File: src/rtl/gpio_edge_pkg.sv
package gpio_edge_pkg;
   // Register index, taken from byte-address bits [4:2]
   typedef enum logic [2:0] {
      REG_LEVEL = 3'd0,
      REG_DIR   = 3'd1,
      REG_SET   = 3'd2,
      REG_CLR   = 3'd3,
      REG_RISE  = 3'd4,
      REG_FALL  = 3'd5,
      REG_STAT  = 3'd6,
      REG_FSEL  = 3'd7
   } gpio_reg_e;

   localparam int unsigned IDX_LSB = 2;
   localparam int unsigned IDX_W   = 3;
endpackage

File: src/rtl/gpio_sync.sv
module gpio_sync #(
   parameter int unsigned WIDTH  = 28,
   parameter int unsigned STAGES = 2
) (
   input  logic             clk,
   input  logic             rst_n,
   input  logic [WIDTH-1:0] async_in,
   output logic [WIDTH-1:0] sync_out
);
   logic [WIDTH-1:0] stage_q [STAGES];

   for (genvar s = 0; s < STAGES; s++) begin : g_stage
      if (s == 0) begin : g_first
         always_ff @(posedge clk or negedge rst_n) begin
            if (!rst_n) stage_q[0] <= '0;
            else        stage_q[0] <= async_in;
         end
      end else begin : g_next
         always_ff @(posedge clk or negedge rst_n) begin
            if (!rst_n) stage_q[s] <= '0;
            else        stage_q[s] <= stage_q[s-1];
         end
      end
   end

   assign sync_out = stage_q[STAGES-1];
endmodule

File: src/rtl/gpio_edge_det.sv
module gpio_edge_det #(
   parameter int unsigned WIDTH = 28
) (
   input  logic             clk,
   input  logic             rst_n,
   input  logic [WIDTH-1:0] level,
   input  logic [WIDTH-1:0] rise_en,
   input  logic [WIDTH-1:0] fall_en,
   input  logic [WIDTH-1:0] clr_mask,
   output logic [WIDTH-1:0] status
);
   logic [WIDTH-1:0] prev_q;
   logic [WIDTH-1:0] hit;

   // Compare against the previous synchronized sample
   assign hit = (rise_en & level & ~prev_q) | (fall_en & ~level & prev_q);

   always_ff @(posedge clk or negedge rst_n) begin
      if (!rst_n) begin
         prev_q <= '0;
         status <= '0;
      end else begin
         prev_q <= level;
         // a fresh edge outranks a clear in the same cycle
         status <= (status & ~clr_mask) | hit;
      end
   end
endmodule

File: src/rtl/gpio_irq_map.sv
module gpio_irq_map #(
   parameter int unsigned WIDTH      = 28,
   parameter int unsigned NUM_DIRECT = 11
) (
   input  logic [WIDTH-1:0]      status,
   output logic [NUM_DIRECT-1:0] irq_pin,
   output logic                  irq_shared
);
   assign irq_pin = status[NUM_DIRECT-1:0];

   if (NUM_DIRECT < WIDTH) begin : g_shared
      assign irq_shared = |status[WIDTH-1:NUM_DIRECT];
   end else begin : g_no_shared
      assign irq_shared = 1'b0;
   end
endmodule

File: src/rtl/gpio_edge_ctrl.sv
module gpio_edge_ctrl #(
   parameter int unsigned NUM_PINS       = 28,
   parameter int unsigned NUM_DIRECT_IRQ = 11,
   parameter int unsigned DATA_W         = 32,
   parameter int unsigned ADDR_W         = 5,
   parameter int unsigned SYNC_STAGES    = 2
) (
   input  logic                      clk,
   input  logic                      rst_n,
   input  logic [ADDR_W-1:0]         bus_addr,
   input  logic                      bus_wr,
   input  logic [DATA_W-1:0]         bus_wdata,
   output logic [DATA_W-1:0]         bus_rdata,
   input  logic [NUM_PINS-1:0]       pin_in,
   output logic [NUM_PINS-1:0]       pin_out,
   output logic [NUM_PINS-1:0]       pin_oe,
   output logic [NUM_DIRECT_IRQ-1:0] irq_pin,
   output logic                      irq_shared
);
   import gpio_edge_pkg::*;

   localparam int unsigned IDX_MSB = IDX_LSB + IDX_W - 1;

   // Elaboration-time parameter checks
   initial begin
      if (NUM_PINS > DATA_W)
         $fatal(1, "NUM_PINS must fit the data word");
      if (NUM_DIRECT_IRQ == 0 || NUM_DIRECT_IRQ > NUM_PINS)
         $fatal(1, "NUM_DIRECT_IRQ out of range");
      if (ADDR_W < IDX_MSB + 1)
         $fatal(1, "ADDR_W too narrow for the register map");
      if (SYNC_STAGES < 2)
         $fatal(1, "SYNC_STAGES must be at least 2");
   end

   gpio_reg_e            reg_sel;
   logic [NUM_PINS-1:0]  wd;
   logic [NUM_PINS-1:0]  dir_q, out_q, rise_q, fall_q, fsel_q;
   logic [NUM_PINS-1:0]  level_sync;
   logic [NUM_PINS-1:0]  edge_status;
   logic [NUM_PINS-1:0]  stat_clr;
   logic [NUM_PINS-1:0]  rd_pins;
   logic                 unused_bits;

   assign reg_sel     = gpio_reg_e'(bus_addr[IDX_MSB:IDX_LSB]);
   assign wd          = bus_wdata[NUM_PINS-1:0];
   assign unused_bits = ^{bus_addr, bus_wdata};

   // Control words
   always_ff @(posedge clk or negedge rst_n) begin
      if (!rst_n) begin
         dir_q  <= '0;
         out_q  <= '0;
         rise_q <= '0;
         fall_q <= '0;
         fsel_q <= '0;
      end else if (bus_wr) begin
         unique case (reg_sel)
            REG_DIR:  dir_q  <= wd;
            REG_SET:  out_q  <= out_q | wd;
            REG_CLR:  out_q  <= out_q & ~wd;
            REG_RISE: rise_q <= wd;
            REG_FALL: fall_q <= wd;
            REG_FSEL: fsel_q <= wd;
            default: ;
         endcase
      end
   end

   assign stat_clr = (bus_wr && reg_sel == REG_STAT) ? wd : '0;

   gpio_sync #(
      .WIDTH  (NUM_PINS),
      .STAGES (SYNC_STAGES)
   ) u_sync (
      .clk      (clk),
      .rst_n    (rst_n),
      .async_in (pin_in),
      .sync_out (level_sync)
   );

   gpio_edge_det #(
      .WIDTH (NUM_PINS)
   ) u_edge (
      .clk      (clk),
      .rst_n    (rst_n),
      .level    (level_sync),
      .rise_en  (rise_q),
      .fall_en  (fall_q),
      .clr_mask (stat_clr),
      .status   (edge_status)
   );

   gpio_irq_map #(
      .WIDTH      (NUM_PINS),
      .NUM_DIRECT (NUM_DIRECT_IRQ)
   ) u_irq (
      .status     (edge_status),
      .irq_pin    (irq_pin),
      .irq_shared (irq_shared)
   );

   // Read path
   always_comb begin
      unique case (reg_sel)
         REG_LEVEL: rd_pins = level_sync;
         REG_DIR:   rd_pins = dir_q;
         REG_RISE:  rd_pins = rise_q;
         REG_FALL:  rd_pins = fall_q;
         REG_STAT:  rd_pins = edge_status;
         REG_FSEL:  rd_pins = fsel_q;
         default:   rd_pins = '0;
      endcase
   end

   if (NUM_PINS < DATA_W) begin : g_rd_pad
      assign bus_rdata = {{(DATA_W-NUM_PINS){1'b0}}, rd_pins};
   end else begin : g_rd_full
      assign bus_rdata = rd_pins;
   end

   assign pin_out = out_q;
   assign pin_oe  = dir_q;
endmodule

File: config.mk
export PLATFORM = sky130hd
export DESIGN_NAME = gpio_edge_ctrl
export DESIGN_NICKNAME = d
export VERILOG_FILES = /design/src/rtl/gpio_edge_pkg.sv /design/src/rtl/gpio_sync.sv /design/src/rtl/gpio_edge_det.sv /design/src/rtl/gpio_irq_map.sv /design/src/rtl/gpio_edge_ctrl.sv
export SDC_FILE = /design/constraint.sdc
export NUM_CORES = 1
export LEC_CHECK = 0
export BUFFER_PORTS_ARGS = -buffer_cell sky130_fd_sc_hd__buf_2
export CORE_MARGIN = 1
export CORE_UTILIZATION = 39
export CTS_BUF_LIST = sky130_fd_sc_hd__clkbuf_8
export DETAILED_ROUTE_END_ITERATION = 6
export HOLD_SLACK_MARGIN = 0.06
export PLACE_DENSITY = 0.63
export SETUP_SLACK_MARGIN = 0.5
export SLEW_MARGIN = 0
export SYNTH_ARGS = -nofsm -noshare
export SYNTH_HDL_FRONTEND = slang
export SYNTH_SLANG_ARGS = --single-unit
File: constraint.sdc
create_clock -name clk -period 1.33 [get_ports clk]
set_input_delay 0.0665 -clock clk [delete_from_list [all_inputs] [get_ports clk]]
set_output_delay 0.0665 -clock clk [all_outputs]
set_load 0.03 [all_outputs]
==> results_dict.tcl, run 1 <==
set metrics [dict create \
    p_seq_share_pct 40.5 \
    wl_per_cell_um 19.57 \
    cts_buffer_depth 3 \
    insertion_delay_ps 540 \
    clock_skew_ps 10.89 \
    final_cells 1578 \
    drt-vias-per-instance 5.075 \
    end_kind "output pin" \
    pwr-share-comb_pct 30.1 \
    ys_top_cells_by_area "dfrtp_1, mux2i_1, mux2_2" \
    fin_hold_ws_ps -43.08 \
    via_count 8008 \
    synth_top_area_share_pct 59.32 \
    crit_type "reg -> out" \
    drt-initial-drc-count 455 \
    peakVddDrop_uv 973.5 \
    coreArea_mm2 0.02688 \
    grt_pass1_vias 8293 \
    die_area_mm2 0.02792 \
    port-buffer-count 157 \
    synthCells 818 \
    ios 168 \
    clk_pin_slew_worst_paths_ps 60 \
    tightest_slew_ps 1016 \
    slew_violations 0 \
    startpoint_type "register" \
    place.gp.congestion 0.7900 \
    placed_cell_area_mm2 0.01264 \
    grt_pass1_wl_mm 47.39 \
    fp.dieH_um 167.1 \
    worstPathArrival_ps 2050 \
    powerDensity_mw_per_mm2 1504 \
    maxCapViolations 0 \
    drc_errors 0 \
    violations "negative hold slack, negative setup slack" \
    dpl.cell_count 1340 \
    fin_crit_ps 2113 \
    synth_cell_types 40 \
    cp_top_family "simple AND/OR/NAND/NOR gates" \
    yosys.area.top_type "dfrtp_1" \
    grt_util_all_layers_pct 21.96 \
    antenna_found_initial 1 \
    crit_chain "nor4_2 -> buf_4 -> nand4_1 -> or4_4 -> buf_6" \
    core.rowCount 60 \
    cp_num_buf_inv 2 \
    crit_path_max_fanout 2 \
    p_sw_share_pct 30.57 \
    p_leak_nw 7.746 \
    cts_tree "built" \
    hold_path_class "in -> async" \
    finalCritPeriodShare_pct 158.9 \
    fmax_mhz 473.3 \
    critPathMaxStageDelay_ps 440 \
    critPathSlowestCell "or4_4" \
    avgSynthCellArea_um2 13.00 \
    grt_overflow 0 \
    report.final.hold_viol_count 12 \
    drive_gt1_share_pct 48.06 \
    die_w_um 167.1 \
    synth_seq_cells 252 \
    rsz0062_at_grt "yes" \
    required_ps 1260 \
    clockPowerShare_pct 29.5 \
    max_slew_margin_pct 31.99 \
    ys_seq_area_share_pct 59.32 \
    dr.pass1.iters 4 \
    post-place-ws_ps -345.1 \
    htreeDepth 2 \
    final_nets 1275 \
    setup_viol_count_final 34 \
    grt_max_degree 76 \
    outcome "finished, violations left" \
    antenna_left 0 \
    syn_to_final_growth_pct 51.57 \
    syn_area_mm2 0.01063 \
    ys_warn_count 0 \
    stdcell_area_mm2 0.01611 \
    cts_hold_buf 59 \
    worst_slack_ps -782.9 \
    start_util_pct 39.56 \
    dp_hpwl_mm 19.09 \
    cts_inserted_buffers 44 \
    clock-root-buffer "clkbuf_8" \
    p_sw_mw 7.409 \
    intPower_mw 16.83 \
    wl_mm 30.88 \
    cts.sinks 252 \
]
[routing by layer]
layer / vias up / track usage (%) / part of all wire (%)
met5: - / 0 / 0
met3: 67 / 4.538 / 4.7
met2: 219 / 36.60 / 50
met4: 0 / 7.005 / 2.4
met1: 4091 / 28.64 / 43
li1: 3631 / - / -
[power by group through the flow]
stage | clock network (mW) | logic, mW | registers, mW
final | 7.14 | 7.29 | 9.81
after global routing | 7.65 | 7.70 | 9.94
after CTS | 7.32 | 6.58 | 9.76
after floorplan | 0 | 2.71 | 10.4
after detailed placement | 0 | 4.95 | 9.83
after global placement | 0 | 4.88 | 9.80
[cell usage in the layout (no fill, tap or decap), types with 4 or more instances in the layout]
master / netlist / final
a221o_2: 0 / 12
o21ai_4: 0 / 9
mux2_4: 20 / 77
a21o_1: 28 / 28
nor2_1: 13 / 13
buf_6: 7 / 178
clkinv_2: 0 / 8
o22a_1: 14 / 14
inv_1: 29 / 40
nand2_2: 0 / 13
conb_1: 1 / 4
nand3_1: 12 / 12
buf_12: 0 / 21
o21ai_2: 0 / 5
o21ai_1: 0 / 22
dfrtp_1: 252 / 250
o22ai_2: 0 / 16
nand2_1: 104 / 87
buf_2: 22 / 58
mux2_2: 84 / 36
mux2i_1: 95 / 93
nand2_4: 1 / 5
dlygate4sd3_1: 0 / 59
buf_4: 19 / 75
clkbuf_8: 0 / 52
nand3b_1: 10 / 10
[final timing paths]
path / slack (ps) / startpoint / to / cells past startpoint
worst max-delay path: -780 / u_edge.status[26] / irq_shared / 5
worst min-delay path: -40 / rst_n / pin_oe[15] / 2
worst max register to register: 270 / fall_q[17] / u_edge.status[17] / 5
worst min register to register: 350 / u_sync.stage_q[32] / u_sync.sync_out[4] / 0
max in group asynchronous: 700 / rst_n / pin_oe[14] / 3
min in group clk: 90 / bus_addr[2] / register / 3
[kinds of logic (layout without fill, tap and decap cells)]
group | after synthesis | in the layout | synth area share (%)
flip-flops | 252 | 252 | 59.32
multiplexers | 209 | 209 | 21.83
buffers and inverters | 84 | 499 | 4.390
AND/OR/NAND/NOR | 159 | 159 | 7.144
AO/OA/AOI/OAI | 113 | 113 | 7.285
other | 1 | 5 | 0.03527
[cell usage after synthesis]
library cell  number
buf_6              7
nand4_2            1
mux4_2             1
a221o_1           12
nor2_8             1
dfrtp_1          252
a211oi_1           1
buf_4             19
or2_1              2
mux2i_1           95
mux2_1             9
o21ai_0           38
nor3b_1            1
o22ai_1           19
mux2_2            84
nand3_1           12
mux2_4            20
nand3b_1          10
nor3b_4            1
buf_2             22
nor2_1            13
a21oi_1            1
o22a_1            14
nand2_4            1
inv_1             29
nand2_1          104
buf_1              1
conb_1             1
nand4_1            1
and4b_1            1
clkbuf_1           6
and3b_1            1
nor2b_1            2
nand2b_4           1
nor3b_2            1
nor4_1             3
or4_1              1
or2_2              1
a21o_1            28
and2_1             1
[final cells by class]
cell class | count | area (µm²)
clock inverters | 23 | 157.7
diodes | 1 | 2.502
fillers | 2057 | 10760
well taps | 341 | 426.7
clock buffers | 52 | 715.7
repair buffers | 395 | 3954
inverters | 29 | 108.9
flip-flops and latches | 252 | 6309
multi-input cells | 485 | 4441
[per-stage QoR]
step / utilization, % / power (mW) / hold WS [ps] / TNS, ps
6_report: 59.96 / 24.23 / -43.08 / -11110
5_1_grt: 59.96 / 25.30 / -45.69 / -13490
4_1_cts: 57.59 / 23.67 / -62.11 / -11430
3_5_place_dp: 47.02 / 14.78 / -73.84 / -12780
3_3_place_gp: 47.02 / 14.67 / -75.38 / -11110
2_1_floorplan: - / 13.08 / -229.1 / 0
[timing repair]
item / 4_1_cts / 5_1_grt
gates cloned: 2 / 0
setup endpoints to repair: 163 / 188
hold endpoints to repair: 448 / 12
buffers inserted: 53 / 48
resized for setup: 292 / 69
pin swaps: 31 / 27
No activity file was read; power rests on OpenSTA's default activity.
==> run 2: changes to the inputs <==
==> constraint.sdc (replaced) <==
create_clock -name clk -period 2 [get_ports clk]
set_input_delay 0.1 -clock clk [delete_from_list [all_inputs] [get_ports clk]]
set_output_delay 0.1 -clock clk [all_outputs]
set_load 0.03 [all_outputs]
==> run 2 against run 1 <==
  * The run ends with negative setup slack left
  * Register-to-register slack better by 700 ps
  * Hold slack better by 160 ps
  * First-iteration DRC count is 22% lower
  * Power is 40% lower
==> results_dict.tcl, run 2 (synthesized netlist as in run 1, its figures left out) <==
set metrics [dict create \
    fmax_mhz 447.8 \
    insertion_delay_ps 550 \
    required_ps 1900 \
    cts_buffer_depth 3 \
    antenna_found_initial 0 \
    p_sw_mw 4.464 \
    end_kind "output pin" \
    clk_pin_slew_worst_paths_ps 60 \
    pwr-share-comb_pct 24.1 \
    final_nets 1185 \
    violations "negative setup slack" \
    grt_max_degree 76 \
    htreeDepth 2 \
    maxCapViolations 0 \
    coreArea_mm2 0.02688 \
    syn_to_final_growth_pct 32.06 \
    worst_slack_ps -233.0 \
    cts_tree "built" \
    drt-initial-drc-count 354 \
    grt_pass1_wl_mm 42.81 \
    dr.pass1.iters 4 \
    cp_top_family "simple AND/OR/NAND/NOR gates" \
    layout_commonest_cell "dfrtp_1" \
    p_seq_share_pct 43.9 \
    n_fill_cell 2378 \
    grt_overflow 0 \
    start_util_pct 39.56 \
    crit_path_max_fanout 2 \
    drive_gt1_share_pct 39.11 \
    antennaDiodeCount 0 \
    die_w_um 167.1 \
    place.gp.congestion 0.7858 \
    power_mw 14.61 \
    antenna_left 0 \
    startpoint_type "register" \
    powerDensity_mw_per_mm2 1041 \
    intPower_mw 10.15 \
    clockPowerShare_pct 32.0 \
    via_count 7402 \
    die_area_mm2 0.02792 \
    crit_type "reg -> out" \
    post-place-ws_ps 148.2 \
    grt_util_all_layers_pct 19.81 \
    critPathSlowestCell "or4_4" \
    finalCritPeriodShare_pct 111.7 \
    setup_viol_count_final 1 \
    cts.sinks 252 \
    rsz0062_at_grt "yes" \
    clock-root-buffer "clkbuf_8" \
    hold_path_class "in -> reg" \
    cp_num_buf_inv 2 \
    ios 168 \
    clock_skew_ps 23.71 \
    rr_endpoint "u_edge.status[17]" \
    report.final.hold_viol_count 0 \
    cts_inserted_buffers 44 \
    outcome "finished, violations left" \
    fin_crit_ps 2233 \
    crit_chain "nor4_2 -> buf_4 -> nand4_1 -> or4_4 -> buf_6" \
    hp-start "bus_addr[2]" \
    grt_pass1_vias 7733 \
    wl_mm 26.98 \
    dp_hpwl_mm 16.89 \
    hold_depth 3 \
    fp.dieH_um 167.1 \
    wl_per_cell_um 18.12 \
    p_sw_share_pct 30.55 \
    drt-vias-per-instance 4.971 \
    ff2ff_path_depth 5 \
    timing.rr.start "fall_q[17]" \
    r2r_slack_ps 970 \
    most-common-layout-cells "dfrtp_1, buf_2, nand2_1" \
    port-buffer-count 157 \
    core.rowCount 60 \
    critPathMaxStageDelay_ps 460 \
    worstPathArrival_ps 2130 \
    p_leak_nw 6.768 \
    drc_errors 0 \
    slew_violations 0 \
    peakVddDrop_uv 597.2 \
]
-- run 2: cell types whose count changed in the layout (fill, tap and decap cells not counted), sizes merged --
cell and delta:
buf -89, clkbuf +3, bufinv -1, clkinv +1
diode -1, dlygate4sd3 -1, inv -1
-- run 2: cell type report --
| cell class | instances | area, µm² | area share, % |
|---|---|---|---|
| Clock buffer | 55 | 757.0 | 5.392 |
| Clock inverter | 22 | 128.9 | 0.9179 |
| Inverter | 29 | 108.9 | 0.7753 |
| Multi-Input combinational cell | 485 | 3968 | 28.26 |
| Sequential cell | 252 | 6307 | 44.92 |
| Tap cell | 341 | 426.7 | 3.039 |
| Timing Repair Buffer | 305 | 2344 | 16.69 |
-- run 2: how the worst max path moves through the flow --
stage | to | cells after the start | start | slack, ps
floorplan | bus_rdata[11] | 5 | bus_addr[3] | 380
global placement | irq_shared | 4 | u_edge.status[17] | 190
detailed placement | irq_shared | 4 | u_edge.status[17] | 150
CTS | irq_shared | 4 | u_edge.status[17] | -270
global route | irq_shared | 5 | u_edge.status[23] | -340
finish | irq_shared | 5 | u_edge.status[23] | -230
-- run 2: metrics by stage --
step	std cells	utilization [%]	cell area [µm²]	TNS, ps	hold slack, ps
finish	1489	52.24	14040	-233.0	119.6
detailed placement	1298	44.22	11880	0	-5.987
global placement	1298	44.22	11880	0	-5.885
global route	1489	52.24	14040	-337.2	121.1
CTS	1472	51.65	13880	-265.8	76.43
floorplan	821	-	10640	0	-195.6
-- run 2: metal layers --
| layer | wire length (µm) | part of all wire, % | GRT usage (%) |
|---|---|---|---|
| met5 | 0 | 0 | 0 |
| met4 | 558 | 2.1 | 6.401 |
| met3 | 1147 | 4.3 | 3.427 |
| met2 | 13020 | 48 | 33.31 |
| met1 | 12260 | 45 | 26.02 |
-- run 2: repair_timing --
item,4_1_cts,5_1_grt
endpoints found under the hold margin,448,0
hold buffers,58,0
endpoints found under the setup margin,29,29
setup buffers,39,17
pin swaps,17,9
gates resized for setup,96,8
-- run 2: power by group through the flow --
stage / Clock, mW / Sequential, mW / Combinational [mW]
after global placement: 0 / 6.50 / 2.87
after floorplan: 0 / 6.89 / 1.57
after detailed placement: 0 / 6.53 / 2.92
after global routing: 5.07 / 6.51 / 3.78
final: 4.68 / 6.41 / 3.52
after CTS: 4.85 / 6.41 / 3.43
-- run 2: tightest hold or removal path, delay by kind of cell --
family | cells | cell delay (ps)
multiplexers | 1 | 130
buffers and inverters | 2 | 390
==> run 3: changes to the inputs <==
--- a/config.mk
+++ b/config.mk
@@ -10,8 +10,10 @@
 export CORE_UTILIZATION = 39
 export CTS_BUF_LIST = sky130_fd_sc_hd__clkbuf_8
 export DETAILED_ROUTE_END_ITERATION = 6
+export GPL_ROUTABILITY_DRIVEN = 0
 export HOLD_SLACK_MARGIN = 0.06
 export PLACE_DENSITY = 0.63
+export RECOVER_POWER = 25
 export SETUP_SLACK_MARGIN = 0.5
 export SLEW_MARGIN = 0
 export SYNTH_ARGS = -nofsm -noshare
==> run 3 against run 2 <==
  * The flow still finishes with violations (negative setup slack)
  * Clock-buffer cell count unchanged
  * Via count up 0.12%
  * Global-route usage unchanged
  * Cell area down 0.64%
  * Wire length about the same
  * Combinational power about the same
  * Die area unchanged
  * Core utilization down 0.34 points
  * Sequential power about the same
  * Sequential share of layout area up 0.29 points
  * Critical endpoint unchanged
  * Highest routed layer unchanged
==> results_dict.tcl, run 3 (synthesized netlist as in run 1, its figures left out) <==
set metrics [dict create \
    drc_errors 0 \
    critPathSlowestCell "or4_4" \
    drt-vias-per-instance 4.977 \
    end_kind "output pin" \
    final_nets 1185 \
    intPower_mw 10.13 \
    startpoint_type "register" \
    top_layer_used "met4" \
    cts_tree "built" \
    wl_met1_mm 12.26 \
    rsz0062_at_grt "yes" \
    coreArea_mm2 0.02688 \
    antennaDiodeCount 0 \
    cts_inserted_buffers 44 \
    clock-root-buffer "clkbuf_8" \
    post-place-ws_ps 148.2 \
    dp_hpwl_mm 16.89 \
    crit_type "reg -> out" \
    grt_pass1_vias 7733 \
    p_sw_mw 4.463 \
    maxCapViolations 0 \
    finalCritPeriodShare_pct 111.5 \
    crit_chain "nor4_2 -> buf_4 -> nand4_1 -> or4_4 -> buf_6" \
    fin_crit_ps 2231 \
    ios 168 \
    pwr-share-comb_pct 23.9 \
    via_count 7411 \
    antenna_left 0 \
    worstPathArrival_ps 2130 \
    grt_overflow 0 \
    antenna_found_initial 0 \
    p_seq_share_pct 43.9 \
    clock_skew_ps 24.38 \
    max_slew_margin_pct 17.68 \
    worst_slack_ps -230.9 \
    grt_pass1_wl_mm 42.81 \
    die_w_um 167.1 \
    fmax_mhz 448.3 \
    core.rowCount 60 \
    grt_max_degree 76 \
    setup_viol_count_final 1 \
    peakVddDrop_uv 596.8 \
    fin_hold_ws_ps 100.5 \
    layout_commonest_cell "dfrtp_1" \
    syn_to_final_growth_pct 31.21 \
    report.final.hold_viol_count 0 \
    htreeDepth 2 \
    drive_gt1_share_pct 37.46 \
    insertion_delay_ps 550 \
    critPathMaxStageDelay_ps 460 \
    start_util_pct 39.56 \
    dr.pass1.iters 4 \
    clk_pin_slew_worst_paths_ps 60 \
    port-buffer-count 157 \
    cts.sinks 252 \
    die_area_mm2 0.02792 \
    slew_violations 0 \
    cts_buffer_depth 3 \
    outcome "finished, violations left" \
    powerDensity_mw_per_mm2 1046 \
    hold_path_class "in -> reg" \
    drt-initial-drc-count 439 \
    p_leak_nw 6.679 \
    wl_per_cell_um 18.12 \
    clockPowerShare_pct 32.1 \
    fp.dieH_um 167.1 \
    wl_met3_mm 1.178 \
    required_ps 1900 \
    violations "negative setup slack" \
    most-common-layout-cells "dfrtp_1, buf_2, nand2_1" \
    wl_met2_mm 13.00 \
    tightest_slew_ps 1230 \
    crit_path_max_fanout 2 \
    grt_util_all_layers_pct 19.81 \
    p_sw_share_pct 30.59 \
    wl_mm 26.99 \
]
## run 3: changes by cell type in the layout (fill, tap and decap cells not counted), sizes merged
cell    delta
buf       -15
clkbuf    +15
## run 3: power groups by stage
stage | combinational, mW | sequential [mW] | clock (mW)
6_report | 3.49 | 6.41 | 4.69
5_1_grt | 3.75 | 6.51 | 5.07
4_1_cts | 3.43 | 6.41 | 4.85
3_5_place_dp | 2.92 | 6.53 | 0
3_3_place_gp | 2.87 | 6.50 | 0
2_1_floorplan | 1.57 | 6.89 | 0
## run 3: area by class of cell
type	count	area, µm²
well taps	341	426.7
multi-input cells	485	3929
fillers	2392	12930
inverters	29	108.9
clock buffers	55	757.0
flip-flops and latches	252	6307
repair buffers	305	2292
clock inverters	22	128.9
## run 3: metal layers
layer  GRT usage (%)  vias up
li1                -     3457
met1           26.02     3735
met2           33.31      173
met3           3.427       46
met4           6.401        0
met5               0        -
## run 3: what timing repair did
item,CTS,global route
endpoints found under the hold margin,448,0
buffers inserted,39,17
endpoints found under the setup margin,29,29
hold buffers,58,0
gates resized for setup,96,8
pin swaps,17,9
## run 3: path summary, 6_finish.rpt
kind / slack [ps] / end / depth (start not counted) / from
max reg2reg: 970 / u_edge.status[17] / 5 / fall_q[17]
min reg2reg: 340 / u_sync.sync_out[1] / 0 / u_sync.stage_q[29]
max in group asynchronous: 240 / fsel_q[9] / 4 / rst_n
max: -230 / irq_shared / 5 / u_edge.status[23]
min in group asynchronous: 790 / rise_q[8] / 3 / rst_n
min: 100 / register / 3 / bus_addr[2]
## run 3: critical path, delay by kind of cell, from the launching register on
kind / cells / cell delay (ps)
buf+inv: 2 / 320
flops: 1 / 400
simple gates: 3 / 870
## run 3: metrics by stage
step | setup TNS [ps] | utilization (%) | cell area (µm²) | cells | total power [mW]
3_3_place_gp | 0 | 44.22 | 11880 | 1298 | 9.370
4_1_cts | -265.8 | 51.65 | 13880 | 1472 | 14.69
6_report | -230.9 | 51.90 | 13950 | 1489 | 14.59
3_5_place_dp | 0 | 44.22 | 11880 | 1298 | 9.450
2_1_floorplan | 0 | - | 10640 | 821 | 8.455
5_1_grt | -1348 | 51.90 | 13950 | 1489 | 15.33
